File: src/rtl/mbx_pkg.sv
package mbx_pkg;

    localparam int NCORE  = 4;
    localparam int NBOX   = 4;
    localparam int DW     = 32;
    localparam int AW     = 8;
    localparam int NMBX   = NCORE * NBOX;
    localparam int IDX_W  = $clog2(NMBX);
    localparam int CTRL_W = 2 * NBOX;
    localparam int SPAN   = NMBX * 4;

    localparam int CTRL_BASE = 'h050;
    localparam int SET_BASE  = 'h080;
    localparam int CLR_BASE  = 'h0C0;

    typedef enum logic [1:0] {
        ACC_NONE,
        ACC_SET,
        ACC_CLR,
        ACC_CTRL
    } acc_kind_e;

    typedef struct packed {
        acc_kind_e        kind;
        logic [IDX_W-1:0] idx;
    } acc_t;

    function automatic acc_t decode_addr(input logic [AW-1:0] a);
        acc_t r;
        int   ai;
        int   off;
        ai     = int'(a);
        off    = 0;
        r.kind = ACC_NONE;
        r.idx  = '0;
        if (a[1:0] == 2'b00) begin
            if (ai >= SET_BASE && ai < SET_BASE + SPAN) begin
                r.kind = ACC_SET;
                off    = ai - SET_BASE;
            end else if (ai >= CLR_BASE && ai < CLR_BASE + SPAN) begin
                r.kind = ACC_CLR;
                off    = ai - CLR_BASE;
            end else if (ai >= CTRL_BASE && ai < CTRL_BASE + 4 * NCORE) begin
                r.kind = ACC_CTRL;
                off    = ai - CTRL_BASE;
            end
            r.idx = IDX_W'(off >> 2);
        end
        return r;
    endfunction

endpackage

File: src/rtl/mbx_slot.sv
module mbx_slot
    import mbx_pkg::*;
(
    input  logic          clk,
    input  logic          rst,
    input  logic          set_en,
    input  logic          clr_en,
    input  logic [DW-1:0] wdata,
    output logic [DW-1:0] value,
    output logic          nonzero
);

    always_ff @(posedge clk) begin
        if (rst)
            value <= '0;
        else if (set_en)
            value <= value | wdata;
        else if (clr_en)
            value <= value & ~wdata;
    end

    assign nonzero = |value;

    p_reset_clear_r1: assert property (@(posedge clk)
        rst |=> value == '0);

    p_set_raises_r2: assert property (@(posedge clk) disable iff (rst)
        set_en |=> ((value & $past(wdata)) == $past(wdata))
                && ((value & $past(value)) == $past(value)));

    p_clr_drops_r3: assert property (@(posedge clk) disable iff (rst)
        clr_en |=> ((value & $past(wdata)) == '0)
                && ((value | $past(wdata)) == ($past(value) | $past(wdata))));

    p_idle_hold_r6: assert property (@(posedge clk) disable iff (rst)
        (!set_en && !clr_en) |=> $stable(value));

endmodule

File: src/rtl/mbx_core_gate.sv
module mbx_core_gate
    import mbx_pkg::*;
(
    input  logic              clk,
    input  logic              rst,
    input  logic              ctrl_we,
    input  logic [CTRL_W-1:0] ctrl_wdata,
    input  logic [NBOX-1:0]   pend,
    output logic [CTRL_W-1:0] ctrl_q,
    output logic              irq,
    output logic              fiq
);

    logic [NBOX-1:0] ien;
    logic [NBOX-1:0] fen;

    always_ff @(posedge clk) begin
        if (rst)
            ctrl_q <= '0;
        else if (ctrl_we)
            ctrl_q <= ctrl_wdata;
    end

    assign ien = ctrl_q[NBOX-1:0];
    assign fen = ctrl_q[CTRL_W-1:NBOX];

    assign fiq = |(pend & fen);
    assign irq = |(pend & ien & ~fen);

    p_ctrl_hold_r7: assert property (@(posedge clk) disable iff (rst)
        !ctrl_we |=> $stable(ctrl_q));

    p_irq_source_r8: assert property (@(posedge clk) disable iff (rst)
        irq |-> |(pend & ien));

    p_fiq_source_r9: assert property (@(posedge clk) disable iff (rst)
        fiq |-> |(pend & fen));

    p_fiq_wins_r9: assert property (@(posedge clk) disable iff (rst)
        (&fen) |-> !irq);

endmodule

File: src/rtl/mbx_rd_mux.sv
module mbx_rd_mux
    import mbx_pkg::*;
(
    input  acc_t                         acc,
    input  logic [NMBX-1:0][DW-1:0]      slot_val,
    input  logic [NCORE-1:0][CTRL_W-1:0] ctrl_val,
    output logic [DW-1:0]                rdata
);

    always_comb begin
        rdata = '0;
        unique case (acc.kind)
            ACC_SET, ACC_CLR: rdata = slot_val[acc.idx];
            ACC_CTRL: begin
                for (int c = 0; c < NCORE; c++) begin
                    if (acc.idx == IDX_W'(c))
                        rdata = {{(DW-CTRL_W){1'b0}}, ctrl_val[c]};
                end
            end
            default: rdata = '0;
        endcase
    end

endmodule

File: src/rtl/mbx_bank.sv
module mbx_bank
    import mbx_pkg::*;
(
    input  logic             clk,
    input  logic             rst,
    input  logic [AW-1:0]    bus_addr,
    input  logic             bus_wr,
    input  logic [DW-1:0]    bus_wdata,
    output logic [DW-1:0]    bus_rdata,
    output logic [NCORE-1:0] core_irq,
    output logic [NCORE-1:0] core_fiq,
    output logic [NMBX-1:0]  mbx_status
);

    acc_t                         acc;
    logic [NMBX-1:0]              set_en;
    logic [NMBX-1:0]              clr_en;
    logic [NCORE-1:0]             ctrl_we;
    logic [NMBX-1:0][DW-1:0]      slot_val;
    logic [NCORE-1:0][CTRL_W-1:0] ctrl_val;

    assign acc = decode_addr(bus_addr);

    for (genvar i = 0; i < NMBX; i++) begin : g_slot
        assign set_en[i] = bus_wr && (acc.kind == ACC_SET) && (acc.idx == IDX_W'(i));
        assign clr_en[i] = bus_wr && (acc.kind == ACC_CLR) && (acc.idx == IDX_W'(i));

        mbx_slot u_slot (
            .clk     (clk),
            .rst     (rst),
            .set_en  (set_en[i]),
            .clr_en  (clr_en[i]),
            .wdata   (bus_wdata),
            .value   (slot_val[i]),
            .nonzero (mbx_status[i])
        );
    end

    for (genvar c = 0; c < NCORE; c++) begin : g_core
        assign ctrl_we[c] = bus_wr && (acc.kind == ACC_CTRL) && (acc.idx == IDX_W'(c));

        mbx_core_gate u_gate (
            .clk        (clk),
            .rst        (rst),
            .ctrl_we    (ctrl_we[c]),
            .ctrl_wdata (bus_wdata[CTRL_W-1:0]),
            .pend       (mbx_status[c*NBOX +: NBOX]),
            .ctrl_q     (ctrl_val[c]),
            .irq        (core_irq[c]),
            .fiq        (core_fiq[c])
        );
    end

    mbx_rd_mux u_rd (
        .acc      (acc),
        .slot_val (slot_val),
        .ctrl_val (ctrl_val),
        .rdata    (bus_rdata)
    );

    p_single_target_r6: assert property (@(posedge clk) disable iff (rst)
        $onehot0({set_en, clr_en, ctrl_we}));

    p_no_write_no_change_r11: assert property (@(posedge clk) disable iff (rst)
        !bus_wr |=> $stable(mbx_status));

endmodule

File: config.mk
export PLATFORM = sky130hd
export DESIGN_NAME = mbx_bank
export DESIGN_NICKNAME = d
export VERILOG_FILES = /design/src/rtl/mbx_pkg.sv /design/src/rtl/mbx_slot.sv /design/src/rtl/mbx_core_gate.sv /design/src/rtl/mbx_rd_mux.sv /design/src/rtl/mbx_bank.sv
export SDC_FILE = /design/constraint.sdc
export NUM_CORES = 1
export LEC_CHECK = 0
export BUFFER_PORTS_ARGS = -buffer_cell sky130_fd_sc_hd__buf_4
export CAP_MARGIN = 20
export CORE_UTILIZATION = 31
export DETAILED_ROUTE_END_ITERATION = 8
export GPL_TIMING_DRIVEN = 1
export PLACE_DENSITY_LB_ADDON = 0.15
export SYNTH_ARGS = -nofsm -noshare
export SYNTH_HDL_FRONTEND = slang
export SYNTH_SLANG_ARGS = --single-unit
File: constraint.sdc
create_clock -name clk -period 4.6 [get_ports clk]
set_input_delay 0.69 -clock clk [delete_from_list [all_inputs] [get_ports clk]]
set_output_delay 0.69 -clock clk [all_outputs]
set_load 0.01 [all_outputs]
==> impl_metrics.csv <==
group,metric,value,unit
layout,syn_to_final_growth,13.7,%
synth,ys_ff_latch,544,
timing,setup_violations,0,
pwr,power.total,11.4,mW
clocking,cts.sinks,544,
critical_path,crit_fanout,9,
critical_path,start_kind,"input port",
synth,netlist-cell-type-count,65,
clocking,cts_max_level,3,
routing,drcViolationCount,0,
timing,rsz0062_at_grt,"false",
layout,fillers,9592,
timing,fin_crit,4.45,ns
synth,synthXorXnorAreaFrac,0,
pwr,p_leak,11.8,nW
place,dp_hpwl,87000,µm
pwr,peakVddDrop,235,µV
pwr,p_clk_frac,0.505,
clocking,cts_tree,"done",
floorplan,coreArea,92200,µm²
critical_path,crit_path_end_kind,"primary output",
clocking,cts-root-buf,"clkbuf_16",
pwr,p_comb_frac,0.083,
clocking,postCtsHoldBufs,0,
routing,vias_per_cell,6.10,
layout,final_nets,3380,
global_route,grt_pass1_wl,186000,µm
timing,worst_pin_slew,1.11,ns
layout,final_area,33000,µm²
synth,ys_seq_area_frac,0.376,
hold_path,hp-class,"reg -> reg",
floorplan,dieArea,94800,µm²
status,status,"finished, final reports clean",
routing,num_vias,28200,
timing,maxSlewViolCount,0,
layout,multi_input_comb_area,16200,µm²
timing,tns,0,ns
floorplan,io_pins,99,
place,gp_congestion,0.868,
layout,fin_cells,4627,
timing,final_hold_viol_count,0,
timing,max_freq,0.224,GHz
layout,regArea,10900,µm²
routing,antenna_left,0,
pwr,swShare,0.264,
global_route,antenna_found_initial,1,
layout,layout_common_cells,"dfxtp_1, nand3_1, nand2_1, a21oi_1, mux2i_1",
run,drv_cap,0,
pwr,p_int,8.43,mW
critical_path,crit_arrival,3.76,ns
clocking,cts_buffers,68,
floorplan,num_rows,111,
pwr,power.density,347,nW/µm²
global_route,gr-total-overflow,0,
synth,synth_adder_area_share,0.00259,
floorplan,fp.dieW,308,µm
timing,slew_headroom,0.257,
synth,syn-instance-count,3507,
layout,fin_util,0.358,
critical_path,cp_data_required_time,3.91,ns
synth,syn_area_per_cell,8.27,µm²
synth,synth_compound_area_frac,0.258,
synth,synth_edf_count,0,
synth,syn-num-nets,3556,
timing,setup_ws,0.145,ns
clocking,cts_resized,0,
timing,fin_crit_sh,0.968,
place,port_buffers,98,
place,place_ws,0.192,ns
place,placed_cell_area,30600,µm²
place,place_inst,4504,
synth,ys_async_sr_fraction,0,
routing,drt_iter0_drc,2955,
floorplan,die_h,308,µm
timing,skew,0,ns
synth,synth_top_family_by_area,"compound AO/OA/AOI/OAI gates",
clocking,cts.path.max_buffers,3,
routing,wl,126000,µm
clocking,cts_setup_buffers,0,
global_route,grt_usage,0.258,
layout,layout-drive-gt1-share,0.127,
synth,yosysWarningCount,0,
synth,synthMuxAreaShare,0.109,
global_route,grt_max_degree,97,
routing,firstDrtPassIters,6,
timing,whs,0.475,ns
pwr,power_switching,3.02,mW
clocking,clk_latency,0.61,ns
layout,layout_commonest_cell,"dfxtp_1",
pwr,seqPwrFrac,0.412,
routing,wire_per_inst,27.3,µm
clocking,clkTransAtPathRegs,0.06,ns
layout,antenna_cells,0,
floorplan,start_util,0.314,
synth,synth-simple-area-share,0.182,
global_route,grt_pass1_vias,26900,
critical_path,critPathKind,"in -> out",
synth,ys.flop_type,"dfxtp_1",
synth,mappedNetlistArea,29000,µm²
[worst max-delay path, stage by stage]
cell and delay [ns]:
buf_4 0.15, inv_1 0.11, ha_1 0.16, or3b_1 0.50, a21oi_1 0.19, o21ai_0 0.18, ha_1 0.41, nor2b_1 0.41
nand2_1 0.37, o22ai_1 0.30, buf_4 0.17, buf_4 0.12
[layout make-up]
class | instances | area share
Clock buffer | 97 | 0.0607
Clock inverter | 26 | 0.0114
Inverter | 62 | 0.00721
Multi-Input combinational cell | 2461 | 0.491
Sequential cell | 544 | 0.330
Tap cell | 1243 | 0.0472
Timing Repair Buffer | 194 | 0.0525
[power by group through the flow]
| stage | Clock [mW] | Combinational [mW] | Sequential, mW |
|---|---|---|---|
| global placement | 0 | 0.929 | 4.83 |
| finish | 5.78 | 0.950 | 4.72 |
| global route | 6.08 | 0.979 | 4.72 |
| CTS | 5.86 | 0.924 | 4.72 |
| floorplan | 0 | 0.534 | 4.82 |
| detailed placement | 0 | 0.922 | 4.83 |
[Yosys cell counts (17+ instances only)]
cell type	count	share of area
o22ai_1	55	0.012
buf_4	40	0.010
nor2_1	73	0.0094
clkbuf_1	296	0.038
nand2_1	330	0.043
dfxtp_1	544	0.38
nand3_1	419	0.072
a22oi_1	38	0.0098
nand4_1	33	0.0071
mux2_2	60	0.023
a2bb2oi_1	53	0.016
nor4_1	163	0.035
inv_1	32	0.0041
mux2i_1	247	0.085
clkinv_1	30	0.0039
o211ai_1	26	0.0067
a21oi_1	321	0.055
o31ai_1	160	0.041
a32o_1	70	0.024
buf_2	68	0.012
a221oi_1	17	0.0051
a222oi_1	19	0.0066
o41ai_1	32	0.0097
o21ai_0	134	0.023
a22o_1	47	0.014
buf_1	33	0.0043
[worst paths after layout]
kind	start	end	slack, ns	depth (start not counted)
setup / recovery	bus_addr[5]	bus_rdata[11]	0.15	12
hold / removal	flip-flop	flip-flop	0.48	2
setup reg to reg	flip-flop	flip-flop	3.78	1
hold reg to reg	flip-flop	flip-flop	0.48	2
[layer usage]
metal | GRT usage | up-vias | share of wire
met5 | 0 | - | 0
met4 | 0.0778 | 0 | 0.027
met3 | 0.0343 | 136 | 0.072
met2 | 0.382 | 1149 | 0.43
met1 | 0.384 | 14000 | 0.47
li1 | - | 12900 | -
[cells by family after synthesis]
group                    after synthesis
AO/OA/AOI/OAI                       1069
adder cells (fa/ha/maj)                6
buffers and inverters                502
flip-flops                           544
multiplexers                         307
AND/OR/NAND/NOR                     1079
No activity file was read; power rests on OpenSTA's default activity.
